File: src/rtl/pal_pkg.sv
package pal_pkg;
    localparam int IDX_W  = 5;
    localparam int DATA_W = 16;

    typedef struct packed {
        logic [7:0] hi;
        logic [7:0] lo;
    } colour_t;

    // Rearranges a linear index into the swizzled copy's index.
    function automatic logic [IDX_W-1:0] swz_map(input logic [IDX_W-1:0] i);
        return {i[3], i[1], i[4], i[2], i[0]};
    endfunction
endpackage

File: src/rtl/pal_addr_decode.sv
module pal_addr_decode #(
    parameter int ADDR_W  = 9,
    parameter int ENTRIES = 32,
    parameter int BASE    = 'h180,
    localparam int IDX_W  = $clog2(ENTRIES)
) (
    input  logic              wr_en,
    input  logic [ADDR_W-1:0] wr_addr,
    output logic              hit,
    output logic [IDX_W-1:0]  idx
);
    localparam int SPAN = 2 * ENTRIES;

    logic [ADDR_W-1:0] offset;
    logic              in_window;

    always_comb begin
        offset    = wr_addr - ADDR_W'(BASE);
        in_window = (int'(wr_addr) >= BASE) && (int'(offset) < SPAN);
        hit       = wr_en && !wr_addr[0] && in_window;
        idx       = offset[IDX_W:1];
    end
endmodule

File: src/rtl/pal_index_swizzle.sv
module pal_index_swizzle
    import pal_pkg::*;
(
    input  logic [IDX_W-1:0] lin_idx,
    output logic [IDX_W-1:0] swz_idx
);
    always_comb swz_idx = swz_map(lin_idx);
endmodule

File: src/rtl/pal_bank.sv
module pal_bank #(
    parameter int ENTRIES = 32,
    parameter int DATA_W  = 16,
    localparam int IDX_W  = $clog2(ENTRIES)
) (
    input  logic              clk,
    input  logic              rst_n,
    input  logic              we,
    input  logic [IDX_W-1:0]  widx,
    input  logic [DATA_W-1:0] wdata,
    input  logic [IDX_W-1:0]  ridx,
    output logic [DATA_W-1:0] rdata
);
    typedef struct packed {
        logic [ENTRIES-1:0][DATA_W-1:0] mem;
    } bank_t;

    bank_t st_d, st_q;

    always_comb begin
        st_d = st_q;
        if (we) begin
            st_d.mem[widx] = wdata;
        end
    end

    always_ff @(posedge clk or negedge rst_n) begin
        if (!rst_n) begin
            st_q <= '0;
        end else begin
            st_q <= st_d;
        end
    end

    always_comb rdata = st_q.mem[ridx];
endmodule

File: src/rtl/pal_dual_store.sv
module pal_dual_store
    import pal_pkg::*;
#(
    parameter int ADDR_W  = 9,
    parameter int ENTRIES = 32,
    parameter int BASE    = 'h180
) (
    input  logic              clk,
    input  logic              rst_n,
    input  logic              wr_en,
    input  logic [ADDR_W-1:0] wr_addr,
    input  logic [15:0]       wr_data,
    input  logic [4:0]        lin_rd_idx,
    output logic [15:0]       lin_rd_data,
    input  logic [4:0]        swz_rd_idx,
    output logic [15:0]       swz_rd_data
);
    logic             w_hit;
    logic [IDX_W-1:0] w_lin_idx;
    logic [IDX_W-1:0] w_swz_idx;
    colour_t          w_colour;

    always_comb begin
        w_colour.hi = wr_data[15:8];
        w_colour.lo = wr_data[7:0];
    end

    pal_addr_decode #(
        .ADDR_W (ADDR_W),
        .ENTRIES(ENTRIES),
        .BASE   (BASE)
    ) dec_i (
        .wr_en  (wr_en),
        .wr_addr(wr_addr),
        .hit    (w_hit),
        .idx    (w_lin_idx)
    );

    pal_index_swizzle swz_i (
        .lin_idx(w_lin_idx),
        .swz_idx(w_swz_idx)
    );

    pal_bank #(.ENTRIES(ENTRIES), .DATA_W(DATA_W)) lin_bank_i (
        .clk  (clk),
        .rst_n(rst_n),
        .we   (w_hit),
        .widx (w_lin_idx),
        .wdata(w_colour),
        .ridx (lin_rd_idx),
        .rdata(lin_rd_data)
    );

    pal_bank #(.ENTRIES(ENTRIES), .DATA_W(DATA_W)) swz_bank_i (
        .clk  (clk),
        .rst_n(rst_n),
        .we   (w_hit),
        .widx (w_swz_idx),
        .wdata(w_colour),
        .ridx (swz_rd_idx),
        .rdata(swz_rd_data)
    );
endmodule

File: config.mk
export PLATFORM = sky130hd
export DESIGN_NAME = pal_dual_store
export DESIGN_NICKNAME = d
export VERILOG_FILES = /design/src/rtl/pal_pkg.sv /design/src/rtl/pal_addr_decode.sv /design/src/rtl/pal_index_swizzle.sv /design/src/rtl/pal_bank.sv /design/src/rtl/pal_dual_store.sv
export SDC_FILE = /design/constraint.sdc
export NUM_CORES = 1
export LEC_CHECK = 0
export BUFFER_PORTS_ARGS = -buffer_cell sky130_fd_sc_hd__buf_4
export CORE_AREA = 10 10 287 289
export CTS_BUF_LIST = sky130_fd_sc_hd__clkbuf_4
export DETAILED_ROUTE_END_ITERATION = 10
export DIE_AREA = 0 0 297 299
export PLACE_DENSITY = 0.85
export SYNTH_ARGS = -nofsm -noshare
export SYNTH_HDL_FRONTEND = slang
export SYNTH_SLANG_ARGS = --single-unit
File: constraint.sdc
create_clock -name clk -period 3.95 [get_ports clk]
set_input_delay 1.185 -clock clk [delete_from_list [all_inputs] [get_ports clk]]
set_output_delay 1.185 -clock clk [all_outputs]
set_load 0.1 [all_outputs]
==> qor.yml, run 1 <==
wl_per_cell_microns: 27.03
powerDensity_nw_per_um2: 407.2
grt_pass1_wl_mm: 200.5
numCtsBuffers: 280
syn_area_sq_um: 47070
ctsRootBufferMaster: "clkbuf_4"
r2r-end: "swz_bank_i.st_q[45]"
grt_usage: 0.2890
dpl_cell_area_sq_um: 50560
regToRegSetupSlack_ns: 3.12
critPathKind: "in2out"
drt_wl_total_mm: 133.1
intPower_w: 0.01653
p_seq_frac: 0.488
synth_nets: 3485
ios: 70
std_cell_rows: 102
p_clk_frac: 0.405
drive_gt1_frac: 0.4874
hold_viol_final: 0
vias: 32040
ys_types: 28
end_kind: "primary output"
report.final.setup_viol: 2
final_nets: 3767
grt-busiest-layer: "met2"
vdd_ir_drop_max_v: 0.0002757
max-cap-violations: 0
antenna_found_initial: 4
dieWidth_microns: 297
yosysSeqAreaShare: 0.5444
period_share: 1.008
combPwrFrac: 0.107
slew_headroom: 0.4627
insertion_delay_ns: 1.10
drc: 0
synth_area_leader_cell: "dfrtp_1"
drt_iter0_drc: 2742
period_needed_ns: 3.981
grt_setup_unrepaired: "true"
p_switching_w: 0.005846
syn2layout_area_growth_pct: 16.75
ys_ff_latch: 1024
use_met2: 0.4637
via_per_inst: 6.506
yosys.area.top_type_share: 0.5444
leakagePower_nw: 28.56
p_sw_frac: 0.2613
die_height_microns: 299
core-area_sq_um: 76700
cts_tree: "built"
start_util: 0.6137
htreeDepth: 5
ant_nets: 0
status: "finished, violations left"
r2r_cells: 1
port_buffers: 69
drv_slew: 0
min_path_type: "in2async"
violations: "negative setup slack"
firstDrtPassIters: 5
cp_max_fo: 10
setup_ws_ns: -0.03145
ys_top_cells_by_area: "dfrtp_1, mux2_2, mux2i_1, a22oi_1, buf_2"
cts_max_path_buffers: 4
grt_max_degree: 106
use_met1: 0.3611
dp_hpwl_mm: 79.50
syn_avg_cell_area_sq_um: 13.66
fin_skew_ns: 0
cp-start-kind: "input port"
clkTransAtPathRegs_ns: 0.06
dieArea_sq_um: 88800
cp.required_ns: 2.76
use_met3: 0.07533
cts.sinks: 1024
syn_inst: 3447
grt_overflow: 0
grt_pass1_vias: 34730
gp_congestion: 0.8606
worst_pin_slew_ns: 0.8059
synth_warnings: 0
p_total_w: 0.02238
design_area_sq_um: 54950
regToRegStartpoint: "swz_bank_i.st_q[45]"
arrival_ns: 2.80
max_freq_ghz: 0.2512
-- sequential cells by signal, indices dropped and copies added (netlist names) --
signal / flops
lin_bank_i.st_q: 512
swz_bank_i.st_q: 512
-- stage by stage --
stage	hold slack (ns)	instances	setup TNS, ns	setup WS [ns]	util
5_1_grt	0.05434	4925	-0.1553	-0.07054	0.7165
3_5_place_dp	0.4802	4447	-2.696	-0.2261	0.6592
4_1_cts	0.03412	4887	-0.2555	-0.06299	0.7068
3_3_place_gp	0.4682	4447	-1.727	-0.1938	0.6592
6_report	0.04047	4925	-0.05462	-0.03145	0.7165
2_1_floorplan	0.4574	3447	0	0.01436	-
-- routing by layer --
metal,vias up,part of all wire
li1,13270,-
met2,1641,0.48
met3,425,0.088
met1,16700,0.39
met4,6,0.046
met5,-,0.00032
-- cell usage in the layout, fill, tap and decap left out, drive strengths merged, types with 34 or more instances in the layout --
cell type	instances
mux2	1024
nor3	34
buf	331
mux2i	512
nand3	72
clkbuf	415
a21oi	64
nand2	90
a22oi	128
a22o	64
dfrtp	1024
-- cells by family (layout without fill, tap and decap cells) --
| logic type | Yosys count | in the layout | share of synthesized area |
|---|---|---|---|
| buf+inv | 342 | 779 | 0.03145 |
| mux | 1536 | 1536 | 0.3539 |
| flops | 1024 | 1024 | 0.5444 |
| other cells | 0 | 1 | 0 |
| simple gates | 257 | 257 | 0.02693 |
| compound gates | 288 | 288 | 0.04338 |
-- final cells by class --
| cell class | count | area [sq um] |
|---|---|---|
| well taps | 1040 | 1301 |
| repair buffers | 342 | 4026 |
| clock inverters | 32 | 200.2 |
| flip-flops and latches | 1024 | 25620 |
| clock buffers | 405 | 3040 |
| multi-input cells | 2081 | 20760 |
| fillers | 4601 | 21750 |
| diodes | 1 | 2.502 |
-- power groups by stage --
stage	Combinational, W	Sequential (W)	Clock (W)
2_1_floorplan	0.00133	0.0111	0
3_3_place_gp	0.00211	0.0111	0
3_5_place_dp	0.00218	0.0111	0
4_1_cts	0.00226	0.0109	0.00917
5_1_grt	0.00252	0.0109	0.00980
6_report	0.00239	0.0109	0.00906
-- cell usage after synthesis --
library cell	number
nand3_1	71
nor3b_2	1
nand3b_1	1
nand4_1	32
nand2b_1	4
and2_1	2
buf_1	27
a22oi_1	128
nor4_2	1
dfrtp_1	1024
mux2_2	1014
mux2_1	10
a21oi_1	64
and4bb_1	1
nand2_1	90
buf_2	154
a31oi_1	32
nor2b_1	9
or2_2	2
nor3_1	33
nand3_2	1
nor3_2	1
buf_4	1
mux2i_1	512
a22o_1	64
and2b_1	2
clkbuf_1	160
nor2_1	6
-- how the worst max path moves through the flow --
stage	to	cells after the start	from
6_report	swz_rd_data[3]	10	swz_rd_idx[1]
5_1_grt	swz_rd_data[8]	8	swz_rd_idx[1]
4_1_cts	lin_rd_data[14]	8	lin_rd_idx[1]
3_5_place_dp	lin_rd_data[14]	9	lin_rd_idx[1]
3_3_place_gp	lin_rd_data[14]	9	lin_rd_idx[1]
2_1_floorplan	swz_rd_data[15]	6	swz_rd_idx[0]
-- worst max-delay path, cell delays in order --
cell,delay (ns)
buf_16,0.14
buf_16,0.17
buf_4,0.14
mux2i_2,0.24
a22o_1,0.17
nor3_1,0.06
a31oi_1,0.23
buf_4,0.17
nand3_4,0.08
buf_12,0.18
-- what timing repair did --
action	CTS	global route
pin swaps	6	12
buffers inserted	0	27
gates cloned	3	10
endpoints found under the setup margin	31	32
hold buffers	0	0
resized for setup	69	64
Note: power is estimated with default switching activity, not from simulation.
==> run 2, diff against run 1 <==
==> constraint.sdc (replaced) <==
create_clock -name clk -period 3.95 [get_ports clk]
set_input_delay 0.79 -clock clk [delete_from_list [all_inputs] [get_ports clk]]
set_output_delay 0.79 -clock clk [all_outputs]
set_load 0.1 [all_outputs]
==> run 2 against run 1 <==
  * The run now ends clean
  * Clock power down 1%
  * Die area unchanged
  * Combinational power down 17%
  * Final cell count down 3.4%
  * Wire length down 9.1%
  * Via count down 4.9%
  * Global-route usage down 1.9 points
  * First-iteration DRC count up 2.0%
  * Critical path type unchanged
  * Highest routed layer is now met4
==> qor.yml, run 2 (synthesis gave the netlist of run 1 again) <==
status: "complete, no violations"  # was finished, violations left
final_nets: 3599  # was 3,767
wl_per_cell_microns: 25.41  # was 27.03 microns
cts_setup_buffers: 0  # unchanged
reg_top3: "lin_bank_i.st_q (512), swz_bank_i.st_q (512)"  # unchanged
drv_slew: 0  # unchanged
start_util: 0.6137  # unchanged
crit_top_cell: "buf_4"
firstDrtPassIters: 7  # was 5
grt_setup_unrepaired: "false"  # was true
critical-path-slowest-cell: "nor2b_4"  # was mux2i_2
port_buffers: 69  # unchanged
die_height_microns: 299  # unchanged
path_delay_family: "buffers and inverters"  # unchanged
max-cap-violations: 0  # unchanged
max_freq_ghz: 0.2739  # was 0.2512 GHz
final_util: 0.6787  # was 0.7165
cts.sinks: 1024  # unchanged
dieArea_sq_um: 88800  # unchanged
slew_headroom: 0.3407  # was 0.4627
clkTransAtPathRegs_ns: 0.07  # was 0.06 ns
htreeDepth: 5  # unchanged
drc: 0  # unchanged
hold_viol_final: 0  # unchanged
crit_buf_inv: 3  # was 5
fin_skew_ns: 0  # unchanged
report.final.setup_viol: 0  # was 2
powerDensity_nw_per_um2: 420.0  # was 407.2 nW/um^2
period_share: 0.9241  # was 1.008
syn2layout_area_growth_pct: 10.59  # was 16.75%
cts_resized: 0  # was 69
layout_commonest_cell: "dfrtp_1"  # unchanged
cts_tree: "built"  # unchanged
cp-start-kind: "input port"  # unchanged
vias: 30460  # was 32,040
worst_pin_slew_ns: 0.9890  # was 0.8059 ns
grt_overflow: 0  # unchanged
grt_pass1_wl_mm: 189.7  # was 200.5 mm
cp_max_fo: 14  # was 10
grt_usage: 0.2703  # was 0.2890
min_path_type: "in2async"  # unchanged
drt_iter0_drc: 2798  # was 2,742
insertion_delay_ns: 1.05  # was 1.10 ns
grt_pass1_vias: 33110  # was 34,730
whs_ns: 0.1960  # was 0.04047 ns
crit_chain: "buf_4 > nor2b_4 > buf_4 > a22o_1 > nor3_1 > a31oi_1 > nand3_1 > buf_4"  # was buf_16 > buf_16 > buf_4 > mux2i_2 > a22o_1 > nor3_1 > a31oi_1 > buf_4 > nand3_4 > buf_12
antenna_found_initial: 1  # was 4
cp.depth: 8  # was 10
r2r_cells: 1  # unchanged
dieWidth_microns: 297  # unchanged
end_kind: "primary output"  # unchanged
gp_congestion: 0.8297  # was 0.8606
via_per_inst: 6.403  # was 6.506
std_cell_rows: 102  # unchanged
cp.required_ns: 3.16  # was 2.76 ns
drive_gt1_frac: 0.4393  # was 0.4874
fin_tns_setup_ns: 0  # was -0.05462 ns
ctsRootBufferMaster: "clkbuf_4"  # unchanged
period_needed_ns: 3.650  # was 3.981 ns
vdd_ir_drop_max_v: 0.0002607  # was 0.0002757 V
leakagePower_nw: 27.18  # was 28.56 nW
numCtsBuffers: 276  # was 280
ios: 70  # unchanged
grt_max_degree: 165  # was 106
final_cell_mix: "dfrtp_1, mux2_2, mux2i_1, clkbuf_4, buf_4"  # unchanged
ant_nets: 0  # unchanged
arrival_ns: 2.86  # was 2.80 ns
drt_wl_total_mm: 120.9  # was 133.1 mm
critical_path.max_stage_delay_ns: 0.48  # was 0.24 ns
core-area_sq_um: 76700  # unchanged
cts_max_path_buffers: 4  # unchanged
critPathKind: "in2out"  # unchanged
dp_hpwl_mm: 71.79  # was 79.50 mm
## run 2: cell count changes in the layout (fill, tap and decap cells not counted), sizes merged
cell         before  now
buf             331  177
bufbuf            1    0
bufinv            3    6
clkbuf          415  382
clkinv           21   40
dlygate4sd3       0    1
inv               8    6
## run 2: final timing paths
check                                startpoint                   end  slack (ns)
min in group clk                     wr_addr[3]  swz_bank_i.st_q[350]        0.37
max reg2reg                 lin_bank_i.st_q[67]   lin_bank_i.st_q[67]        3.13
min                                       rst_n  swz_bank_i.st_q[185]        0.20
max                               swz_rd_idx[2]       swz_rd_data[10]        0.30
min reg2reg                lin_bank_i.st_q[218]  lin_bank_i.st_q[218]        0.49
max in group asynchronous                 rst_n  lin_bank_i.st_q[318]        2.48
## run 2: layer usage
layer / GRT usage / share of wire / wire length (microns) / up-vias
li1: - / - / - / 12910
met5: 0 / 0 / 0 / -
met2: 0.4393 / 0.49 / 58720 / 1275
met1: 0.3478 / 0.41 / 49070 / 15990
met4: 0.1211 / 0.035 / 4180 / 0
met3: 0.05690 / 0.074 / 8962 / 293
## run 2: power by group
group	total (W)	switching, W	internal [W]
sequential	0.0109	0.000150	0.0108
clock	0.00896	0.00415	0.00481
combinational	0.00199	0.00132	0.000670
total	0.0219	0.00562	0.0162
## run 2: cell type report
| cell class | count | area (sq um) |
|---|---|---|
| Tap cell | 1040 | 1301 |
| Timing Repair Buffer | 178 | 1787 |
| Clock buffer | 382 | 2868 |
| Clock inverter | 52 | 356.6 |
| Sequential cell | 1024 | 25620 |
| Antenna cell | 1 | 2.502 |
| Multi-Input combinational cell | 2081 | 20120 |
| Fill cell | 5035 | 24640 |
## run 2: timing repair
action / in CTS / in global routing
hold endpoints to repair: 251 / 0
endpoints found under the setup margin: 0 / 0
hold buffers: 1 / 0
## run 2: through the flow
stage               instance area (sq um)  cells  power, W  setup slack, ns
floorplan                           47070   3447   0.01233           0.4052
global placement                    48820   4322   0.01298           0.3702
detailed placement                  48820   4322   0.01308           0.3744
CTS                                 52050   4757   0.02204           0.2896
global route                        52060   4758   0.02277           0.2347
finish                              52060   4758   0.02186           0.2997
